`src/rtl/srg_pkg.sv`:
```
package srg_pkg;
   localparam int unsigned SRG_M_W     = 4;
   localparam int unsigned SRG_N_W     = 3;
   localparam int unsigned SRG_OVERS   = 10;
   localparam logic [6:0]  SRG_DEFAULT = 7'h44;
endpackage

```
`src/rtl/srg_prescale.sv`:
```
module srg_prescale #(
   parameter int unsigned M_W = 4
) (
   input  logic           clk,
   input  logic           rst_n,
   input  logic           clr,
   input  logic [M_W-1:0] m_val,
   output logic           pre_done
);
   logic [M_W-1:0] cnt;
   logic           at_end;

   assign at_end   = (cnt == m_val);
   assign pre_done = ~clr & at_end;

   always_ff @(posedge clk or negedge rst_n) begin
      if (!rst_n)      cnt <= '0;
      else if (clr)    cnt <= '0;
      else if (at_end) cnt <= '0;
      else             cnt <= cnt + 1'b1;
   end

   // linear count never passes the programmed M
   a_r2_pre_bound: assert property (@(posedge clk) disable iff (!rst_n)
      cnt <= m_val);
endmodule

```
`src/rtl/srg_pow2.sv`:
```
module srg_pow2 #(
   parameter int unsigned N_W      = 3,
   parameter int unsigned EXP_BIAS = 1
) (
   input  logic           clk,
   input  logic           rst_n,
   input  logic           clr,
   input  logic           step,
   input  logic [N_W-1:0] n_val,
   output logic           tick
);
   localparam int unsigned Q_W = (1 << N_W) - 1 + EXP_BIAS;

   logic [N_W:0]   expo;
   logic [Q_W-1:0] lim;
   logic [Q_W-1:0] cnt;
   logic           at_end;

   generate
      if (EXP_BIAS == 1) begin : g_exp_plus1
         assign expo = {1'b0, n_val} + 1'b1;
      end else begin : g_exp_plain
         assign expo = {1'b0, n_val};
      end
   endgenerate

   assign lim    = ~({Q_W{1'b1}} << expo);
   assign at_end = (cnt == lim);
   assign tick   = step & at_end;

   always_ff @(posedge clk or negedge rst_n) begin
      if (!rst_n)    cnt <= '0;
      else if (clr)  cnt <= '0;
      else if (step) cnt <= at_end ? '0 : cnt + 1'b1;
   end

   // exponent counter stays inside its window
   a_r2_pow_bound: assert property (@(posedge clk) disable iff (!rst_n)
      cnt <= lim);
   // a tick only on a prescaler completion
   a_r2_tick_needs_step: assert property (@(posedge clk) disable iff (!rst_n)
      tick |-> step);
endmodule

```
`src/rtl/srg_decade.sv`:
```
module srg_decade #(
   parameter int unsigned OVERS = 10
) (
   input  logic clk,
   input  logic rst_n,
   input  logic clr,
   input  logic tick,
   output logic scl_phase,
   output logic scl_toggle
);
   localparam int unsigned D_W  = $clog2(OVERS);
   localparam int unsigned HALF = OVERS / 2;

   logic [D_W-1:0] slot;
   logic           last_slot;

   assign last_slot  = (slot == D_W'(OVERS - 1));
   assign scl_phase  = (slot >= D_W'(HALF));
   assign scl_toggle = tick & (last_slot | (slot == D_W'(HALF - 1)));

   always_ff @(posedge clk or negedge rst_n) begin
      if (!rst_n)    slot <= '0;
      else if (clr)  slot <= '0;
      else if (tick) slot <= last_slot ? '0 : slot + 1'b1;
   end

   // slot index stays below the oversampling count
   a_r4_slot_range: assert property (@(posedge clk) disable iff (!rst_n)
      slot < D_W'(OVERS));
   // the phase moves only on a tick
   a_r4_phase_hold: assert property (@(posedge clk) disable iff (!rst_n)
      (!clr && !tick) |=> $stable(scl_phase));
   // every flip of the phase is announced by a toggle
   a_r4_toggle_flip: assert property (@(posedge clk) disable iff (!rst_n)
      (!clr && scl_toggle) |=> (scl_phase != $past(scl_phase)));
endmodule

```
`src/rtl/scl_rate_gen.sv`:
```
module scl_rate_gen
   import srg_pkg::*;
#(
   parameter int unsigned M_W       = SRG_M_W,
   parameter int unsigned N_W       = SRG_N_W,
   parameter int unsigned OVERS     = SRG_OVERS,
   parameter int unsigned EXP_BIAS  = 1,
   parameter logic [M_W+N_W-1:0] CFG_RESET = SRG_DEFAULT
) (
   input  logic               clk,
   input  logic               rst_n,
   input  logic               enable,
   input  logic               soft_rst,
   input  logic               cfg_we,
   input  logic [M_W+N_W-1:0] cfg_wdata,
   output logic [M_W+N_W-1:0] cfg_q,
   output logic               tick,
   output logic               scl_phase,
   output logic               scl_toggle
);
   localparam int unsigned CFG_W = M_W + N_W;

   generate
      if (M_W < 1 || M_W > 8) begin : g_bad_m
         $error("M_W must lie in 1..8");
      end
      if (N_W < 1 || N_W > 4) begin : g_bad_n
         $error("N_W must lie in 1..4");
      end
      if (OVERS < 2 || (OVERS % 2) != 0) begin : g_bad_overs
         $error("OVERS must be even and at least 2");
      end
      if (EXP_BIAS > 1) begin : g_bad_bias
         $error("EXP_BIAS must be 0 or 1");
      end
   endgenerate

   logic [CFG_W-1:0] cfg_r;
   logic             clr;
   logic             pre_done;

   assign clr   = ~enable | cfg_we | soft_rst;
   assign cfg_q = cfg_r;

   always_ff @(posedge clk or negedge rst_n) begin
      if (!rst_n)        cfg_r <= CFG_RESET;
      else if (soft_rst) cfg_r <= CFG_RESET;
      else if (cfg_we)   cfg_r <= cfg_wdata;
   end

   srg_prescale #(.M_W(M_W)) u_pre (
      .clk      (clk),
      .rst_n    (rst_n),
      .clr      (clr),
      .m_val    (cfg_r[CFG_W-1:N_W]),
      .pre_done (pre_done)
   );

   srg_pow2 #(.N_W(N_W), .EXP_BIAS(EXP_BIAS)) u_pow (
      .clk   (clk),
      .rst_n (rst_n),
      .clr   (clr),
      .step  (pre_done),
      .n_val (cfg_r[N_W-1:0]),
      .tick  (tick)
   );

   srg_decade #(.OVERS(OVERS)) u_dec (
      .clk        (clk),
      .rst_n      (rst_n),
      .clr        (clr),
      .tick       (tick),
      .scl_phase  (scl_phase),
      .scl_toggle (scl_toggle)
   );

   // no timing pulses while the engine is off
   a_r7_quiet_off: assert property (@(posedge clk) disable iff (!rst_n)
      !enable |-> (!tick && !scl_toggle));
   // the setting survives a disabled period
   a_r7_cfg_kept: assert property (@(posedge clk) disable iff (!rst_n)
      (!enable && !cfg_we && !soft_rst) |=> $stable(cfg_q));
   // soft reset restores the default and restarts low
   a_r6_default_restore: assert property (@(posedge clk) disable iff (!rst_n)
      soft_rst |=> (cfg_q == CFG_RESET && !scl_phase));
   // a write restarts the SCL period in its low half
   a_r5_restart_low: assert property (@(posedge clk) disable iff (!rst_n)
      cfg_we |=> !scl_phase);
endmodule

```
`config.mk`:
```
export PLATFORM = sky130hd
export DESIGN_NAME = scl_rate_gen
export DESIGN_NICKNAME = d
export VERILOG_FILES = /design/src/rtl/srg_pkg.sv /design/src/rtl/srg_prescale.sv /design/src/rtl/srg_pow2.sv /design/src/rtl/srg_decade.sv /design/src/rtl/scl_rate_gen.sv
export SDC_FILE = /design/constraint.sdc
export NUM_CORES = 1
export LEC_CHECK = 0
export BUFFER_PORTS_ARGS = -buffer_cell sky130_fd_sc_hd__buf_2
export CAP_MARGIN = 20
export CORE_MARGIN = 2
export CORE_UTILIZATION = 51
export DETAILED_ROUTE_END_ITERATION = 10
export PLACE_DENSITY_LB_ADDON = 0.2
export SYNTH_ARGS = -nofsm -noshare
export SYNTH_HDL_FRONTEND = slang
export SYNTH_SLANG_ARGS = --single-unit
```
`constraint.sdc`:
```
create_clock -name clk -period 2.5 [get_ports clk]
set_clock_uncertainty 0.1 [all_clocks]
set_input_delay 0.375 -clock clk [delete_from_list [all_inputs] [get_ports clk]]
set_output_delay 0.375 -clock clk [all_outputs]
set_load 0.03 [all_outputs]
```
# --- After elaboration in Yosys (flattened, before gate mapping) ---
# Cells that the tools add are included.
totals:
  regBits: 23
  latch_bits: 0
  ram_bits: 0
  mem_bits_ro: 0
  input_bits: 12
  out_inout_bits: 10
  elab_cells: 36
  mem_count: 0
op_classes:
  n_addsub: 4
  multipliers: 0
  n_div: 0
  n_lt_le_gt_ge: 1
  eq_ne: 4
  shift: 1
  mux: 10
  bitwise: 9
  n_reduce_logical: 3
ops:
  columns: ["cell", "count"]
  rows:
  - ["8-bit 2-to-1 mux", 3]
  - ["4-bit 2-to-1 mux", 5]
  - ["7-bit 2-to-1 mux", 2]
  - ["4-bit by 1-bit adder with 4-bit output (second input constant)", 2]
  - ["8-bit by 1-bit adder with 8-bit output (second input constant)", 1]
  - ["8-bit == test", 1]
  - ["8-bit NOT", 1]
  - ["8-bit by 4-bit left shift with 8-bit output (first input constant)", 1]
  - ["2-bit nonzero test", 3]
  - ["3-bit by 1-bit adder with 4-bit output (second input constant)", 1]
  - ["4-bit by 3-bit == test with 1-bit output (second input constant)", 1]
  - ["4-bit == test", 1]
  - ["4-bit == test (second input constant)", 1]
  - ["4-bit by 3-bit greater-or-equal comparator with 1-bit output (second input constant)", 1]
  - ["1-bit AND", 3]
  - ["1-bit bitwise OR", 3]
  - ["1-bit NOT", 2]

# --- Logic depth before layout (Yosys ltp) ---
logic_depth:
  ltp_word: 8
  ltp_mapped: 8
  depth_no_buf: 7

# --- By module ---
# A second synthesis with hierarchy kept.
unflattened:
  cells_unflattened: 138
  area_unflattened_um2: 1397.6
modules_own_cells:
  columns: ["mod", "n_inst", "cells_each", "area_each_um2"]
  rows:
  - ["srg_pow2", 1, 65, 594.3]
  - ["scl_rate_gen", 1, 25, 305.3]
  - ["srg_decade", 1, 30, 275.3]
  - ["srg_prescale", 1, 18, 222.7]

# --- Least setup slack after synthesis ---
# Ideal clock, no wire load.
synth_timing:
  path_type: "register to output"
  startpoint: "register cfg_r[1], in the netlist cfg_q[1]"
  endpoint: "output scl_toggle"
  t_arrival_ns: 2.898
  t_required_ns: 2.025
  path_slack_ns: -0.873
  stages_incl_launch_ff: 8
  path_cell_list: "dfrtp_1 ha_1 ha_1 a311oi_1 xor2_1 nand3_2 nor4_4 nor2b_1"
synth_via:
  elab_chain_cells: 6
synth_rtl:
  columns: ["element", "line", "text"]
  rows:
  - ["from (decl)", "scl_rate_gen.sv:38", "logic [CFG_W-1:0] cfg_r;"]
  - ["from (signal assigned)", "scl_rate_gen.sv:48", "else if (cfg_we) cfg_r <= cfg_wdata;"]
  - ["3-bit by 1-bit adder with 4-bit output", "srg_pow2.sv:21", "assign expo = {1'b0, n_val} + 1'b1;"]
  - ["8-bit by 4-bit left shift with 8-bit output", "srg_pow2.sv:27", "assign lim = ~({Q_W{1'b1}} << expo);"]
  - ["8-bit NOT", "srg_pow2.sv:27", null]
  - ["8-bit == test", "srg_pow2.sv:28", "assign at_end = (cnt == lim);"]
  - ["1-bit AND", "srg_pow2.sv:29", "assign tick = step & at_end;"]
  - ["net tick", "scl_rate_gen.sv:17", "output logic tick,"]
  - ["1-bit AND", "srg_decade.sv:19", "assign scl_toggle = tick & (last_slot | (slot == D_W'(HALF - 1)));"]
  - ["to (decl)", "scl_rate_gen.sv:19", "output logic scl_toggle"]
# The timed path passes the listed nets, and every way through them passes these cells.

# --- Final worst setup path ---
layout_timing:
  startpoint: "register cfg_r[2], in the netlist cfg_q[2]"
  endpoint: "output scl_toggle"
layout_via:
  elab_chain_cells: 6
layout_rtl:
  columns: ["element", "line"]
  rows:
  - ["3-bit by 1-bit adder with 4-bit output", "srg_pow2.sv:21"]
  - ["8-bit by 4-bit left shift with 8-bit output", "srg_pow2.sv:27"]
  - ["8-bit NOT", "srg_pow2.sv:27"]
  - ["8-bit == test", "srg_pow2.sv:28"]
  - ["1-bit AND", "srg_pow2.sv:29"]
  - ["1-bit AND", "srg_decade.sv:19"]
# Every way passes these cells.

==> flow_summary.ini <==
[synth]
netlist_area_mm2 = 0.00150
yosys_warnings = 0
ys_types = 44
synth.avg_cell_area_um2 = 9.46
syn-instance-count = 159
synthFlopType = dfrtp_1
synth_area_leaders = dfrtp_1, ha_1, nand2_1
yosysTopAreaCell = dfrtp_1
async_flop_share_pct = 100
yosysSeqAreaShare_pct = 38.4
yosysTopAreaCellShare_pct = 34.9
synth_edf_count = 0
syn-num-nets = 179
synth-seq-cells = 23

[sta]
tightest_slew_ns = 0.498
slew_violations = 0
hold_violations = 0
hold_slack_ns = 0.179
setup_violations = 2
timing.fmax_mhz = 366
rsz0062_at_grt = yes
setup_tns_ns = -0.438
min_period_ns = 2.73
finalWorstSetupSlack_ns = -0.232
fin_crit_sh_pct = 109
maxSlewHeadroom_pct = 66.8

[clock_tree]
cts.reportedPaths.clkPinSlew_ns = 0.13
cts_tree = done
clock_latency_ns = 0.31
clock_path_buffers = 2
htree_levels = 1
root_buffer = clkbuf_4
cts_made_buffers = 3
cts_sinks = 23

[hold_path]
hold_start = cfg_wdata[6]
hp-class = in -> reg

[detailed_routing]
drtPass1Iterations = 4
drc = 0
wl_per_cell_um = 14.3
route.antenna.remaining_nets = 0
vias = 1288
wl_um = 3220
viasPerCell = 5.70
drtIter0Drc = 31

[critical_path]
critPathCapture = scl_toggle
crit_required_ns = 2.03
worstPathCellList = buf_6 -> ha_4 -> a311oi_2 -> xor2_1 -> nand3_2 -> nor4_4 -> nor2b_4 -> buf_6
cp-end-kind = primary output
r2r_cells = 10
worst-setup-path-type = reg -> out
worstReg2RegStart = cfg_q[2]
slowest_stage = dfstp_2
critPathBufInv = 2
slowest_delay_ns = 0.57
regToRegEndpoint = u_dec.slot[3]
cp_top_family = flip-flops
r2r_setup_slack_ns = 0.15
cp.depth = 8
crit_arrival_ns = 2.26
start_kind = register
critical_path.most_common_cell = buf_6
crit_start = cfg_q[2]
cp_max_fo = 4

[global_route]
antenna_found_initial = 0
grt_max_degree = 24
grt_pass1_vias = 1323
grt_overflow = 0
grt_pass1_wl_um = 5490
grt_use_total_pct = 20.8

[finish]
syn_to_final_growth_pct = 22.5
final_common_cell = nand2_1
nNetsFinal = 216
diodes = 0
layout_common_cells = nand2_1, buf_2, dfrtp_1
drive_gt1_share_pct = 32.8
finalInstanceArea_mm2 = 0.00184

[placement]
place_area_mm2 = 0.00172
gp_congestion = 0.838
hpwl_um = 2370
port_buffers = 21
dp_slack_ns = -0.0645

[floorplanning]
fp-row-count = 19
die_area_mm2 = 0.00340
dieHeight_um = 58.3
die_x_um = 58.3
core_mm2 = 0.00278
ios = 22
start_util_pct = 54.1

[pwr]
fin_total_pwr_w = 0.000682
p_per_area_mw_per_mm2 = 370
leakagePower_nw = 0.825
irDropWorstVdd_mv = 0.312

[flow_run]
cap_viol_max_count = 0

[status]
status = finished, violations left
violations = setup timing
report_power, final:
part	switching (W)	total, W	internal (W)
Sequential	0.00000839	0.000390	0.000382
Clock	0.000109	0.000169	0.0000597
Combinational	0.0000690	0.000123	0.0000542
Total	0.000187	0.000682	0.000496
routing by layer:
metal	GRT usage, %	vias up	part of all wire, %
li1	-	632	-
met1	25.0	623	43
met2	37.2	23	52
met3	2.42	10	2.9
met4	8.97	0	2.1
met5	0	-	0
worst reg2reg max path: cells and delay by family (launching register included):
kind,cells,cell delay [ns]
DFF,1,0.57
and+or+nand+nor,3,0.48
buffers and inverters,5,0.62
AOI/OAI and AO/OA,2,0.46
kinds of logic after synthesis:
group	Yosys count	share of synthesized area, %
AO/OA/AOI/OAI	24	13.0
XOR/XNOR	9	5.24
adder cells (fa/ha/maj)	8	6.66
buffers and inverters	13	3.91
flip-flops	23	38.4
multiplexers	9	6.82
AND/OR/NAND/NOR	73	26.0
how the worst min path moves through the flow:
stage	depth (start not counted)	end	slack (ns)
3_3_place_gp	1	cfg_q[4]	0.26
6_report	2	cfg_q[6]	0.18
3_5_place_dp	1	cfg_q[3]	0.27
4_1_cts	2	cfg_q[2]	0.17
2_1_floorplan	0	cfg_q[0]	-0.02
5_1_grt	2	cfg_q[2]	0.16
final cells by class:
type,count,area (um^2)
multi-input cells,123,906
clock inverters,1,5.00
clock buffers,3,22.5
flip-flops and latches,23,582
repair buffers,38,263
fillers,230,938
inverters,7,26.3
well taps,31,38.8
registers in the layout, summed over array words and instances, names as in the netlist:
signal,cells
u_pre.cnt,4
cfg_q,7
u_pow.cnt,8
u_dec.slot,4
synthesized netlist by cell type, types with 4 or more instances:
| cell type | n |
|---|---|
| o21ai_0 | 7 |
| nand3_1 | 6 |
| mux2i_1 | 8 |
| and2_1 | 4 |
| inv_1 | 7 |
| nand2_1 | 25 |
| dfrtp_1 | 21 |
| xnor2_1 | 6 |
| nor2_1 | 16 |
| ha_1 | 8 |
through the flow:
step                cells  util, %
floorplan             159        -
global placement      214     62.0
detailed placement    214     62.0
CTS                   225     65.7
global route          226     66.3
finish                226     66.3
timing repair:
action / 4_1_cts / 5_1_grt
pin swaps: 4 / 0
setup endpoints to repair: 2 / 2
hold buffers: 1 / 0
endpoints found under the hold margin: 21 / 0
gates resized for setup: 7 / 2
setup buffers: 6 / 1
(Power assumes the default switching activity.)
